File: src/rtl/flt_pkg.sv
package flt_pkg;
  typedef enum logic [2:0] {
    ST_IDLE,
    ST_ALAT,
    ST_EQ,
    ST_WAIT,
    ST_CAP,
    ST_RDY
  } flt_state_e;
endpackage

File: src/rtl/flt_cfg_regs.sv
module flt_cfg_regs #(
  parameter int CW = 3,
  parameter int WW = 4
) (
  input  logic          clk,
  input  logic          rst_n,
  input  logic          cfg_we,
  input  logic [CW-1:0] cfg_alat,
  input  logic [CW-1:0] cfg_eq,
  input  logic [WW-1:0] cfg_wait,
  output logic [CW-1:0] cur_alat,
  output logic [CW-1:0] cur_eq,
  output logic [WW-1:0] cur_wait
);
  logic [CW-1:0] alat_d, eq_d;
  logic [WW-1:0] wait_d;

  always_comb begin
    alat_d = cur_alat;
    eq_d   = cur_eq;
    wait_d = cur_wait;
    if (cfg_we) begin
      alat_d = cfg_alat;
      eq_d   = cfg_eq;
      wait_d = cfg_wait;
    end
  end

  // reset: shortest pulses, longest wait
  always_ff @(posedge clk or negedge rst_n) begin
    if (!rst_n) begin
      cur_alat <= '0;
      cur_eq   <= '0;
      cur_wait <= '1;
    end else begin
      cur_alat <= alat_d;
      cur_eq   <= eq_d;
      cur_wait <= wait_d;
    end
  end
endmodule

File: src/rtl/flt_seq.sv
module flt_seq
  import flt_pkg::*;
#(
  parameter int CW = 3,
  parameter int WW = 4
) (
  input  logic          clk,
  input  logic          rst_n,
  input  logic          start,
  input  logic          abort,
  input  logic          op_write,
  input  logic [CW-1:0] cfg_alat,
  input  logic [CW-1:0] cfg_eq,
  input  logic [WW-1:0] cfg_wait,
  output logic          idle,
  output logic          fl_alat,
  output logic          fl_eq,
  output logic          fl_ce_n,
  output logic          fl_oe_n,
  output logic          fl_we_n,
  output logic          cap,
  output logic          rsp
);
  localparam int NW = (CW > WW) ? CW : WW;

  flt_state_e    state_q, state_d;
  logic [NW-1:0] cnt_q, cnt_d;
  logic [CW-1:0] snap_e_q;
  logic [WW-1:0] snap_w_q;
  logic          busy;

  always_comb begin
    state_d = state_q;
    cnt_d   = cnt_q;
    unique case (state_q)
      ST_IDLE: if (start) begin
        state_d = ST_ALAT;
        cnt_d   = NW'(cfg_alat);
      end
      ST_ALAT: if (cnt_q == '0) begin
        state_d = ST_EQ;
        cnt_d   = NW'(snap_e_q);
      end else begin
        cnt_d = cnt_q - NW'(1);
      end
      ST_EQ: if (cnt_q == '0) begin
        if (snap_w_q == '0) begin
          state_d = ST_CAP;
        end else begin
          state_d = ST_WAIT;
          cnt_d   = NW'(snap_w_q - WW'(1));
        end
      end else begin
        cnt_d = cnt_q - NW'(1);
      end
      ST_WAIT: if (cnt_q == '0) begin
        state_d = ST_CAP;
      end else begin
        cnt_d = cnt_q - NW'(1);
      end
      ST_CAP:  state_d = ST_RDY;
      ST_RDY:  state_d = ST_IDLE;
      default: state_d = ST_IDLE;
    endcase
    // cancellation: straight back to idle, counter cleared
    if (abort && state_q != ST_IDLE) begin
      state_d = ST_IDLE;
      cnt_d   = '0;
    end
  end

  always_ff @(posedge clk or negedge rst_n) begin
    if (!rst_n) begin
      state_q <= ST_IDLE;
      cnt_q   <= '0;
    end else begin
      state_q <= state_d;
      cnt_q   <= cnt_d;
    end
  end

  // timing snapshot, enabled only on acceptance
  always_ff @(posedge clk or negedge rst_n) begin
    if (!rst_n) begin
      snap_e_q <= '0;
      snap_w_q <= '0;
    end else if (start && state_q == ST_IDLE) begin
      snap_e_q <= cfg_eq;
      snap_w_q <= cfg_wait;
    end
  end

  always_comb begin
    busy    = (state_q == ST_ALAT) || (state_q == ST_EQ) ||
              (state_q == ST_WAIT) || (state_q == ST_CAP);
    idle    = (state_q == ST_IDLE);
    fl_alat = (state_q == ST_ALAT);
    fl_eq   = (state_q == ST_EQ);
    cap     = (state_q == ST_CAP);
    rsp     = (state_q == ST_RDY);
    fl_ce_n = !busy;
    fl_oe_n = !(busy && !op_write);
    fl_we_n = !(op_write && ((state_q == ST_EQ) || (state_q == ST_WAIT)));
  end
endmodule

File: src/rtl/flt_datapath.sv
module flt_datapath #(
  parameter int AW = 20
) (
  input  logic          clk,
  input  logic          rst_n,
  input  logic          start,
  input  logic          cap,
  input  logic [AW-1:0] req_addr,
  input  logic [31:0]   req_wdata,
  input  logic          req_write,
  input  logic          req_wide,
  input  logic [63:0]   fl_rdata,
  output logic          op_write,
  output logic [AW-1:0] fl_addr,
  output logic [31:0]   fl_wdata,
  output logic          fl_wide,
  output logic [63:0]   rsp_data
);
  logic [31:0] wdata_q;
  logic [63:0] rdata_d;

  always_ff @(posedge clk or negedge rst_n) begin
    if (!rst_n) begin
      fl_addr  <= '0;
      wdata_q  <= '0;
      op_write <= 1'b0;
      fl_wide  <= 1'b0;
    end else if (start) begin
      fl_addr  <= req_addr;
      wdata_q  <= req_wdata;
      op_write <= req_write;
      fl_wide  <= req_wide;
    end
  end

  always_comb begin
    if (!op_write) fl_wdata = '0;
    else if (fl_wide) fl_wdata = wdata_q;
    else fl_wdata = {16'h0000, wdata_q[15:0]};
    if (op_write) rdata_d = '0;
    else if (fl_wide) rdata_d = fl_rdata;
    else rdata_d = {32'h0, fl_rdata[31:0]};
  end

  always_ff @(posedge clk or negedge rst_n) begin
    if (!rst_n) rsp_data <= '0;
    else if (cap) rsp_data <= rdata_d;
  end
endmodule

File: src/rtl/flt_timing_ctrl.sv
module flt_timing_ctrl #(
  parameter int AW = 20,
  parameter int CW = 3,
  parameter int WW = 4
) (
  input  logic          clk,
  input  logic          rst_n,
  input  logic          cfg_we,
  input  logic [CW-1:0] cfg_alat,
  input  logic [CW-1:0] cfg_eq,
  input  logic [WW-1:0] cfg_wait,
  input  logic          req_valid,
  output logic          req_ready,
  input  logic          req_write,
  input  logic          req_wide,
  input  logic [AW-1:0] req_addr,
  input  logic [31:0]   req_wdata,
  input  logic          req_abort,
  output logic          rsp_valid,
  output logic [63:0]   rsp_data,
  output logic [AW-1:0] fl_addr,
  output logic          fl_alat,
  output logic          fl_eq,
  output logic          fl_ce_n,
  output logic          fl_oe_n,
  output logic          fl_we_n,
  output logic          fl_wide,
  output logic [31:0]   fl_wdata,
  input  logic [63:0]   fl_rdata
);
  logic [1:0]    rst_sync_q;
  logic          rst_int_n;
  logic          start, cap, op_write, idle;
  logic [CW-1:0] cur_alat, cur_eq;
  logic [WW-1:0] cur_wait;

  // asynchronous assertion, synchronous release
  always_ff @(posedge clk or negedge rst_n) begin
    if (!rst_n) rst_sync_q <= 2'b00;
    else        rst_sync_q <= {rst_sync_q[0], 1'b1};
  end
  assign rst_int_n = rst_sync_q[1];

  assign req_ready = idle;
  assign start     = req_valid && idle;

  flt_cfg_regs #(.CW(CW), .WW(WW)) u_cfg (
    .clk(clk), .rst_n(rst_int_n), .cfg_we(cfg_we),
    .cfg_alat(cfg_alat), .cfg_eq(cfg_eq), .cfg_wait(cfg_wait),
    .cur_alat(cur_alat), .cur_eq(cur_eq), .cur_wait(cur_wait)
  );

  flt_seq #(.CW(CW), .WW(WW)) u_seq (
    .clk(clk), .rst_n(rst_int_n), .start(start), .abort(req_abort),
    .op_write(op_write), .cfg_alat(cur_alat), .cfg_eq(cur_eq),
    .cfg_wait(cur_wait), .idle(idle), .fl_alat(fl_alat), .fl_eq(fl_eq),
    .fl_ce_n(fl_ce_n), .fl_oe_n(fl_oe_n), .fl_we_n(fl_we_n),
    .cap(cap), .rsp(rsp_valid)
  );

  flt_datapath #(.AW(AW)) u_dp (
    .clk(clk), .rst_n(rst_int_n), .start(start), .cap(cap),
    .req_addr(req_addr), .req_wdata(req_wdata), .req_write(req_write),
    .req_wide(req_wide), .fl_rdata(fl_rdata), .op_write(op_write),
    .fl_addr(fl_addr), .fl_wdata(fl_wdata), .fl_wide(fl_wide),
    .rsp_data(rsp_data)
  );
endmodule

File: config.mk
export PLATFORM = sky130hd
export DESIGN_NAME = flt_timing_ctrl
export DESIGN_NICKNAME = d
export VERILOG_FILES = /design/src/rtl/flt_pkg.sv /design/src/rtl/flt_cfg_regs.sv /design/src/rtl/flt_seq.sv /design/src/rtl/flt_datapath.sv /design/src/rtl/flt_timing_ctrl.sv
export SDC_FILE = /design/constraint.sdc
export NUM_CORES = 1
export LEC_CHECK = 0
export ABC_CLOCK_PERIOD_IN_PS = 6770
export BUFFER_PORTS_ARGS = -buffer_cell sky130_fd_sc_hd__buf_2
export CELL_PAD_IN_SITES_DETAIL_PLACEMENT = 1
export CELL_PAD_IN_SITES_GLOBAL_PLACEMENT = 1
export CORE_UTILIZATION = 41
export CTS_CLUSTER_DIAMETER = 80
export DETAILED_ROUTE_END_ITERATION = 16
export PLACE_DENSITY_LB_ADDON = 0.1
export SYNTH_ARGS = -nofsm -noshare
export SYNTH_HDL_FRONTEND = slang
export SYNTH_HIERARCHICAL = 1
export SYNTH_SLANG_ARGS = --single-unit
File: constraint.sdc
create_clock -name clk -period 6.77 [get_ports clk]
set_input_delay 1.0155 -clock clk [delete_from_list [all_inputs] [get_ports clk]]
set_output_delay 1.0155 -clock clk [all_outputs]
set_load 0.1 [all_outputs]
After elaboration in Yosys (flattened, before gate mapping). Cells that the tools add are included. Widths: inputs -> output; s select.

Flip-flop bits (word level): 144. Output and inout bits: 124. Word-level logic and storage cells: 64.

Reductions and logical operators: 20. Multiplexer cells: 18. $add $sub $neg: 2. Equal/unequal tests: 11.

Operators by type and width (count): $mux 64 (2); $mux 32 (2); $mux 4 (6); $mux 3 (6); $pmux 4 s4 (1); $pmux 3 s5 (1); $ne 3x1->1 const B (4); $logic_not 4->1 (2); $reduce_and 4->1 (2); $sub 4x1->4 const B (2); $eq 3x2->1 const B (2); $eq 3x3->1 const B (2); $logic_and 1x1->1 (5); $reduce_bool 5->1 (1); $logic_not 1->1 (4); $logic_or 1x1->1 (4); $ne 4x4->1 const B (1); $eq 3x1->1 const B (1); $logic_not 3->1 (1); $ne 3x3->1 const B (1); $reduce_bool 3->1 (1).

Depth between registers and ports, before layout. Gate-level depths: netlist (run 1).

Depth after elaboration: 6. Depth in mapped cells: 8. Mapped depth without buffers: 7.

Hierarchy. The synthesis (run 1) kept the hierarchy.

By module, submodules not included: flt_datapath (times used 1, area each 5331.4 um2, seq. area each 2952.8 um2, cells each 428); flt_seq (times used 1, area each 1032.2 um2, seq. area each 350.3 um2, cells each 110); flt_cfg_regs (times used 1, area each 416.6 um2, seq. area each 255.2 um2, cells each 21); flt_timing_ctrl (times used 1, area each 60.1 um2, seq. area each 50.0 um2, cells each 4).

Least setup slack after synthesis (run 1). Ideal clock, no wire load.

Kind: reg2out. From: register u_seq.state_q[1]. To: output fl_eq. Data arrival time: 2.626 ns. Data required time: 5.754 ns. Cell stages (with the launch flop): 4. Setup slack: 3.129 ns. Cells stage by stage: dfrtp_1 -> buf_6 -> inv_2 -> nor3_1.

Word-level cells in the longest chain between the ends: 1.

Ends and longest elaborated chain: start: declaration (line flt_seq.sv:26) `flt_state_e state_q, state_d;`; start signal: assignment (line flt_seq.sv:77) `state_q <= state_d;`; $eq 3x2->1 (line flt_seq.sv:98) `fl_eq = (state_q == ST_EQ);`; end: declaration (line flt_timing_ctrl.sv:23) `output logic fl_eq,`.

Every way passes these cells.

Worst setup path in the final report (run 1).
From: register u_seq.state_q[0]. To: output fl_oe_n.

Word-level cells in the longest chain between the ends: 6. Elaborated cells on any way between the ends: 9.

Ends and longest elaborated chain: $eq 3x1->1 or $eq 3x2->1 (tied branches) (line flt_seq.sv:94) `busy = (state_q == ST_ALAT) || (state_q == ST_EQ) ||`; $logic_or 1x1->1 (2 in series) (line flt_seq.sv:94); $logic_or 1x1->1 (*) (line flt_seq.sv:95) `(state_q == ST_WAIT) || (state_q == ST_CAP);`; $logic_and 1x1->1 (*) (line flt_seq.sv:102) `fl_oe_n = !(busy && !op_write);`; $logic_not 1->1 (*) (line flt_seq.sv:102); end: declaration (line flt_timing_ctrl.sv:25) `output logic fl_oe_n,`.

Every way passes the cells marked *; elsewhere a longest branch is shown, timed or not.

==> flow_summary.json, run 1 <==
{
  "status": "finished clean",
  "drt_pass1_iterations": 4,
  "utilization_pct": 54.2,
  "viasPerCell": 4.88,
  "die_x_microns": 131,
  "clkTransAtPathRegs_ns": 0.06,
  "wl_per_cell_microns": 17.8,
  "cp_slowest_cell": "dfrtp_1",
  "setup_viol": 0,
  "critPathRequiredTime_ns": 5.75,
  "arrival_ns": 2.15,
  "syn_nets": 699,
  "vias": 5058,
  "synth.cell_area_sq_um": 6840,
  "synthXorXnorAreaFrac_pct": 0.384,
  "hold_path.class": "reg -> reg",
  "tightest_slew_ns": 1.04,
  "grt_antenna_before_repair": 2,
  "clock-root-buffer": "clkbuf_16",
  "min_period_ns": 3.16,
  "criticalPathCategory": "reg -> out",
  "cpPeakStageDelay_ns": 0.56,
  "cts_htree_levels": 4,
  "synth_top_area_share_pct": 51.2,
  "stdcell_area_sq_um": 8710,
  "ctsHoldBuffers": 0,
  "start_util_pct": 42.6,
  "critPathLaunchType": "register",
  "grt_max_degree": 91,
  "slew_violations": 0,
  "rsz0062_at_grt": "false",
  "n_fill_cell": 1811,
  "cts_tree": "done",
  "path_cells": "or3_4, nand2_1, or2_2, buf_2",
  "drt.antenna.violating_nets": 0,
  "drt-initial-drc-count": 262,
  "drive_gt1_share_pct": 49.5,
  "place_area_sq_um": 8100,
  "postCtsSetupBuffers": 0,
  "ys_seq_area_share_pct": 52.8,
  "end_kind": "output pin",
  "synth_area_leader_cell": "dfrtp_1",
  "yosys_most_used_dff": "dfrtp_1",
  "cts_buffers": 17,
  "maxSlewHeadroom_pct": 30.8,
  "drc_errors": 0,
  "synthAdderAreaFrac_pct": 0.695,
  "grt_overflow_total": 0,
  "synth_area_leaders": "dfrtp_1 (51%), mux2_4 (13%), inv_1 (4.2%)",
  "grt_pass1_wl_microns": 30100,
  "design.die.area_sq_um": 17200,
  "fmaxAchievable_ghz": 0.316,
  "portBuffers": 256,
  "core.rowCount": 46,
  "synth-compound-area-share_pct": 10.5,
  "synth_top_family_by_area": "multiplexers",
  "pin_count": 257,
  "cts.sinks": 144,
  "grt_pass1_vias": 5577,
  "ys_ff_latch": 144,
  "die_y_microns": 131,
  "totalNegativeSetupSlack_ns": 0,
  "finalHoldViolCount": 0,
  "synth_warnings": 6,
  "nNetsFinal": 941,
  "avgSynthCellArea_sq_um": 12.1,
  "async_reset_ff_share_pct": 100,
  "crit_path_max_fanout": 15,
  "hpwl_microns": 12900,
  "gr-usage-all-layers_pct": 22.3,
  "coreArea_sq_um": 16100,
  "cts_buffer_depth": 2,
  "synthSimpleGateAreaFrac_pct": 11.7,
  "drt_wl_total_microns": 18400,
  "synth_edf_count": 0,
  "clk-insertion-delay-late_ns": 0.42,
  "place.gp.congestion": 0.815,
  "clock-skew-final_ns": 0.00757,
  "fin_crit_sh_pct": 46.7,
  "synth_cell_types": 54,
  "area_delta_synth_final_pct": 27.3,
  "drv_cap": 0,
  "cts_resized": 0,
  "synth.area.mux_share_pct": 14.9,
  "holdWs_ns": 0.350,
  "netlist_instances": 563
}
[cell usage in the layout (no fill, tap or decap), types with 2 or more instances in the layout]
cell type / Yosys / final
clkinvlp_4: 0 / 4
buf_2: 12 / 256
and2b_1: 2 / 2
mux2_2: 9 / 9
bufinv_16: 0 / 3
ha_1: 3 / 3
clkinv_2: 0 / 2
dfrtp_1: 140 / 139
mux2i_1: 2 / 2
nor3_1: 5 / 5
a32o_1: 2 / 2
o22ai_2: 22 / 22
and3_1: 16 / 16
mux2_4: 60 / 60
and2b_2: 2 / 2
a21o_2: 2 / 2
a21oi_1: 3 / 3
diode_2: 0 / 3
nor2_1: 5 / 5
inv_6: 0 / 4
and2_1: 18 / 17
o21ai_0: 41 / 41
inv_1: 76 / 75
nand3b_1: 33 / 33
o22ai_1: 11 / 11
buf_4: 0 / 3
clkinv_4: 0 / 2
xnor2_1: 2 / 2
dfstp_2: 4 / 4
clkbuf_16: 0 / 17
nand2_1: 43 / 43
[final cells by class]
class                           count  area [sq um]  share of cell area (%)
Sequential cell                   144          3610                    41.5
Clock inverter                     15           183                    2.10
Clock buffer                       17           425                    4.88
Multi-Input combinational cell    306          2620                    30.0
Timing Repair Buffer              259          1300                    15.0
Tap cell                          216           270                    3.10
Antenna cell                        3          7.51                  0.0862
Inverter                           77           292                    3.35
[worst max-delay path: cells and delay by family (launching register included)]
kind	cells	cell delay, ns
DFF	1	0.56
and+or+nand+nor	3	0.76
buffers and inverters	1	0.41
[registers in the layout (all words and copies together), names as in the netlist]
signal and flops:
u_dp/rsp_data 64, u_dp/wdata_q 32, u_dp/fl_addr 20, u_cfg/cur_wait 4
u_seq/cnt_q 4, u_seq/snap_w_q 4, u_cfg/cur_alat 3, u_cfg/cur_eq 3
u_seq/snap_e_q 3, u_seq/state_q 3, rst_sync_q 2, u_dp/fl_wide 1
u_dp/op_write 1
[routing by layer]
layer  vias up  wire length (microns)  track usage [%]
li1       2356                      -                -
met1      2482                   7880             28.4
met2       194                   8980             36.7
met3        26                   1220             5.29
met4         0                    356             8.56
met5         -                      0                0
[worst paths after layout]
check | startpoint | end | slack, ns | depth (start not counted)
min in group asynchronous | rst_n | rst_sync_q[1] | 0.37 | 1
min | rst_sync_q[0] | rst_sync_q[1] | 0.35 | 0
max | u_seq/state_q[0] | fl_oe_n | 3.61 | 4
max reg2reg | u_seq/state_q[0] | u_seq/snap_e_q[1] | 3.73 | 6
max in group asynchronous | rst_sync_q[1] | u_dp/rsp_data[32] | 4.86 | 1
min reg2reg | rst_sync_q[0] | rst_sync_q[1] | 0.35 | 0
[metrics by stage]
| stage | setup slack (ns) | std cells |
|---|---|---|
| global placement | 3.85 | 1002 |
| global route | 3.47 | 1036 |
| floorplan | 2.47 | 563 |
| finish | 3.61 | 1037 |
| CTS | 3.59 | 1034 |
| detailed placement | 3.72 | 1002 |
[cells by family (layout without fill, tap and decap cells)]
group | count (synthesis) | in the layout
DFF | 144 | 144
and+or+nand+nor | 134 | 134
buffers and inverters | 113 | 368
AOI/OAI and AO/OA | 93 | 93
muxes | 71 | 71
adders and majority gates | 4 | 4
xor gates and xnor gates | 3 | 3
other | 1 | 4
[synthesized netlist by cell type (all sizes together), types with 2 or more instances]
| library cell | n |
|---|---|
| mux2 | 69 |
| and3 | 16 |
| ha | 3 |
| xnor2 | 2 |
| nor2 | 6 |
| o21ai | 42 |
| a32o | 2 |
| nand2 | 44 |
| nor3b | 2 |
| dfrtp | 140 |
| or3 | 2 |
| and2b | 4 |
| inv | 77 |
| dfstp | 4 |
| o31ai | 2 |
| nand2b | 2 |
| o22ai | 33 |
| nand3b | 33 |
| mux2i | 2 |
| buf | 28 |
| nor3 | 5 |
| and2 | 18 |
| a21o | 2 |
| a21oi | 3 |
| clkbuf | 8 |
Power of run 1 is left out: the tool's default activity adds up to more than one toggle a clock period on the data nets, which glitch-free logic cannot reach.
==> run 2: changes to the inputs <==
Settings changed: ABC_CLOCK_PERIOD_IN_PS 6770 to 3300, CORE_UTILIZATION 41 to 38.
Clock period 6.77 ns to 3.3 ns, I/O delays scaled along.
==> flow_summary.json, run 2 (synthesis gave the netlist of run 1 again) <==
{
  "drt_pass1_iterations": 4,
  "postCtsSetupBuffers": 0,
  "final_cell_mix": "buf_2 (256), dfrtp_1 (138), inv_1 (75)",
  "vias": 5046,
  "clock-skew-final_ns": 0.0129,
  "slew_violations": 0,
  "largest_register_ffs": 64,
  "grt_pass1_vias": 5329,
  "clk-insertion-delay-late_ns": 0.41,
  "clkTransAtPathRegs_ns": 0.07,
  "finalHoldViolCount": 0,
  "drive_gt1_share_pct": 49.6,
  "pin_count": 257,
  "cts_htree_levels": 4,
  "n_fill_cell": 1961,
  "tightest_slew_ns": 0.929,
  "totalNegativeSetupSlack_ns": 0,
  "regArea_sq_um": 3610,
  "crit_path_max_fanout": 15,
  "design.die.area_sq_um": 18500,
  "cts_buffer_depth": 2,
  "clock-root-buffer": "clkbuf_16",
  "multiInputGateArea_sq_um": 2620,
  "regMostFlops": "u_dp/rsp_data",
  "fmaxAchievable_ghz": 0.377,
  "cts_buffers": 17,
  "area_delta_synth_final_pct": 28.5,
  "drt.antenna.violating_nets": 0,
  "core.rowCount": 48,
  "critPathRequiredTime_ns": 2.80,
  "start_util_pct": 39.3,
  "nNetsFinal": 947,
  "die_x_microns": 136,
  "place.gp.congestion": 0.816,
  "rsz0062_at_grt": "false",
  "setup_viol": 0,
  "grt_max_degree": 65,
  "grt_antenna_before_repair": 1,
  "hpwl_microns": 12700,
  "holdWs_ns": 0.300,
  "viasPerCell": 4.81,
  "end_kind": "output pin",
  "fin_crit_sh_pct": 80.3,
  "grt_overflow_total": 0,
  "wl_per_cell_microns": 16.8,
  "drt-initial-drc-count": 170,
  "arrival_ns": 2.16,
  "status": "finished clean",
  "gr-usage-all-layers_pct": 19.5,
  "criticalPathCategory": "reg -> out",
  "utilization_pct": 50.5,
  "min_period_ns": 2.65,
  "grt_pass1_wl_microns": 28000,
  "layout_commonest_cell": "buf_2",
  "coreArea_sq_um": 17400,
  "critPathLaunchType": "register",
  "hold_path.class": "in -> reg",
  "cts_tree": "done",
  "maxSlewHeadroom_pct": 38.1,
  "portBuffers": 256,
  "die_y_microns": 136,
  "cts.sinks": 144,
  "drt_wl_total_microns": 17600,
  "drc_errors": 0,
  "drv_cap": 0,
  "reg_top3": "u_dp/rsp_data (64), u_dp/wdata_q (32), u_dp/fl_addr (20)"
}
-- run 2: cell types whose count changed in the layout (fill, tap and decap cells not counted) --
cell	change
dfrtp_2	+1
clkbuf_1	+2
buf_12	+3
dfrtp_1	-1
buf_4	+2
clkinv_2	+1
inv_6	-2
diode_2	-2
clkinvlp_4	-1
dlygate4sd3_1	+1
-- run 2: layout make-up --
type / count / share of cell area [%]
Antenna cell: 1 / 0.0285
Clock buffer: 19 / 4.92
Clock inverter: 13 / 1.85
Timing Repair Buffer: 265 / 15.8
Tap cell: 225 / 3.20
Sequential cell: 144 / 41.1
Inverter: 77 / 3.32
Multi-Input combinational cell: 306 / 29.8
-- run 2: per-layer routing --
layer | wire, microns | GRT usage, %
met2 | 8450 | 30.9
met3 | 1220 | 6.26
met1 | 7810 | 25.6
met4 | 127 | 5.49
met5 | 0 | 0
-- run 2: critical path, stage by stage (launching register included) --
cell     delay (ns)
dfrtp_1        0.55
or3_4          0.52
nand2_1        0.13
or2_2          0.12
buf_2          0.41
-- run 2: metrics by stage --
step / std cells / cell area (sq um) / setup WS [ns]
finish: 1050 / 8790 / 0.649
global route: 1049 / 8790 / 0.595
CTS: 1049 / 8790 / 0.649
detailed placement: 1016 / 8180 / 0.812
global placement: 1016 / 8180 / 0.882
floorplan: 563 / 6840 / 0.179
-- run 2: worst paths after layout --
path                             startpoint                 to  slack [ns]  cells after the start
setup / recovery           u_seq/state_q[0]            fl_oe_n        0.65                      4
hold / removal                 req_wdata[3]    u_dp/wdata_q[3]        0.30                      2
setup reg to reg           u_seq/state_q[0]   u_seq/state_q[1]        0.77                      7
hold reg to reg               rst_sync_q[0]      rst_sync_q[1]        0.37                      0
max in group asynchronous     rst_sync_q[1]  u_cfg/cur_wait[0]        2.08                      1
min in group asynchronous             rst_n      rst_sync_q[0]        0.40                      2
-- run 2: what timing repair did --
action,in CTS,in global routing
endpoints found under the hold margin,2,0
hold buffers,1,0
resized for setup,0,0
Power of run 2 is left out for the same reason.
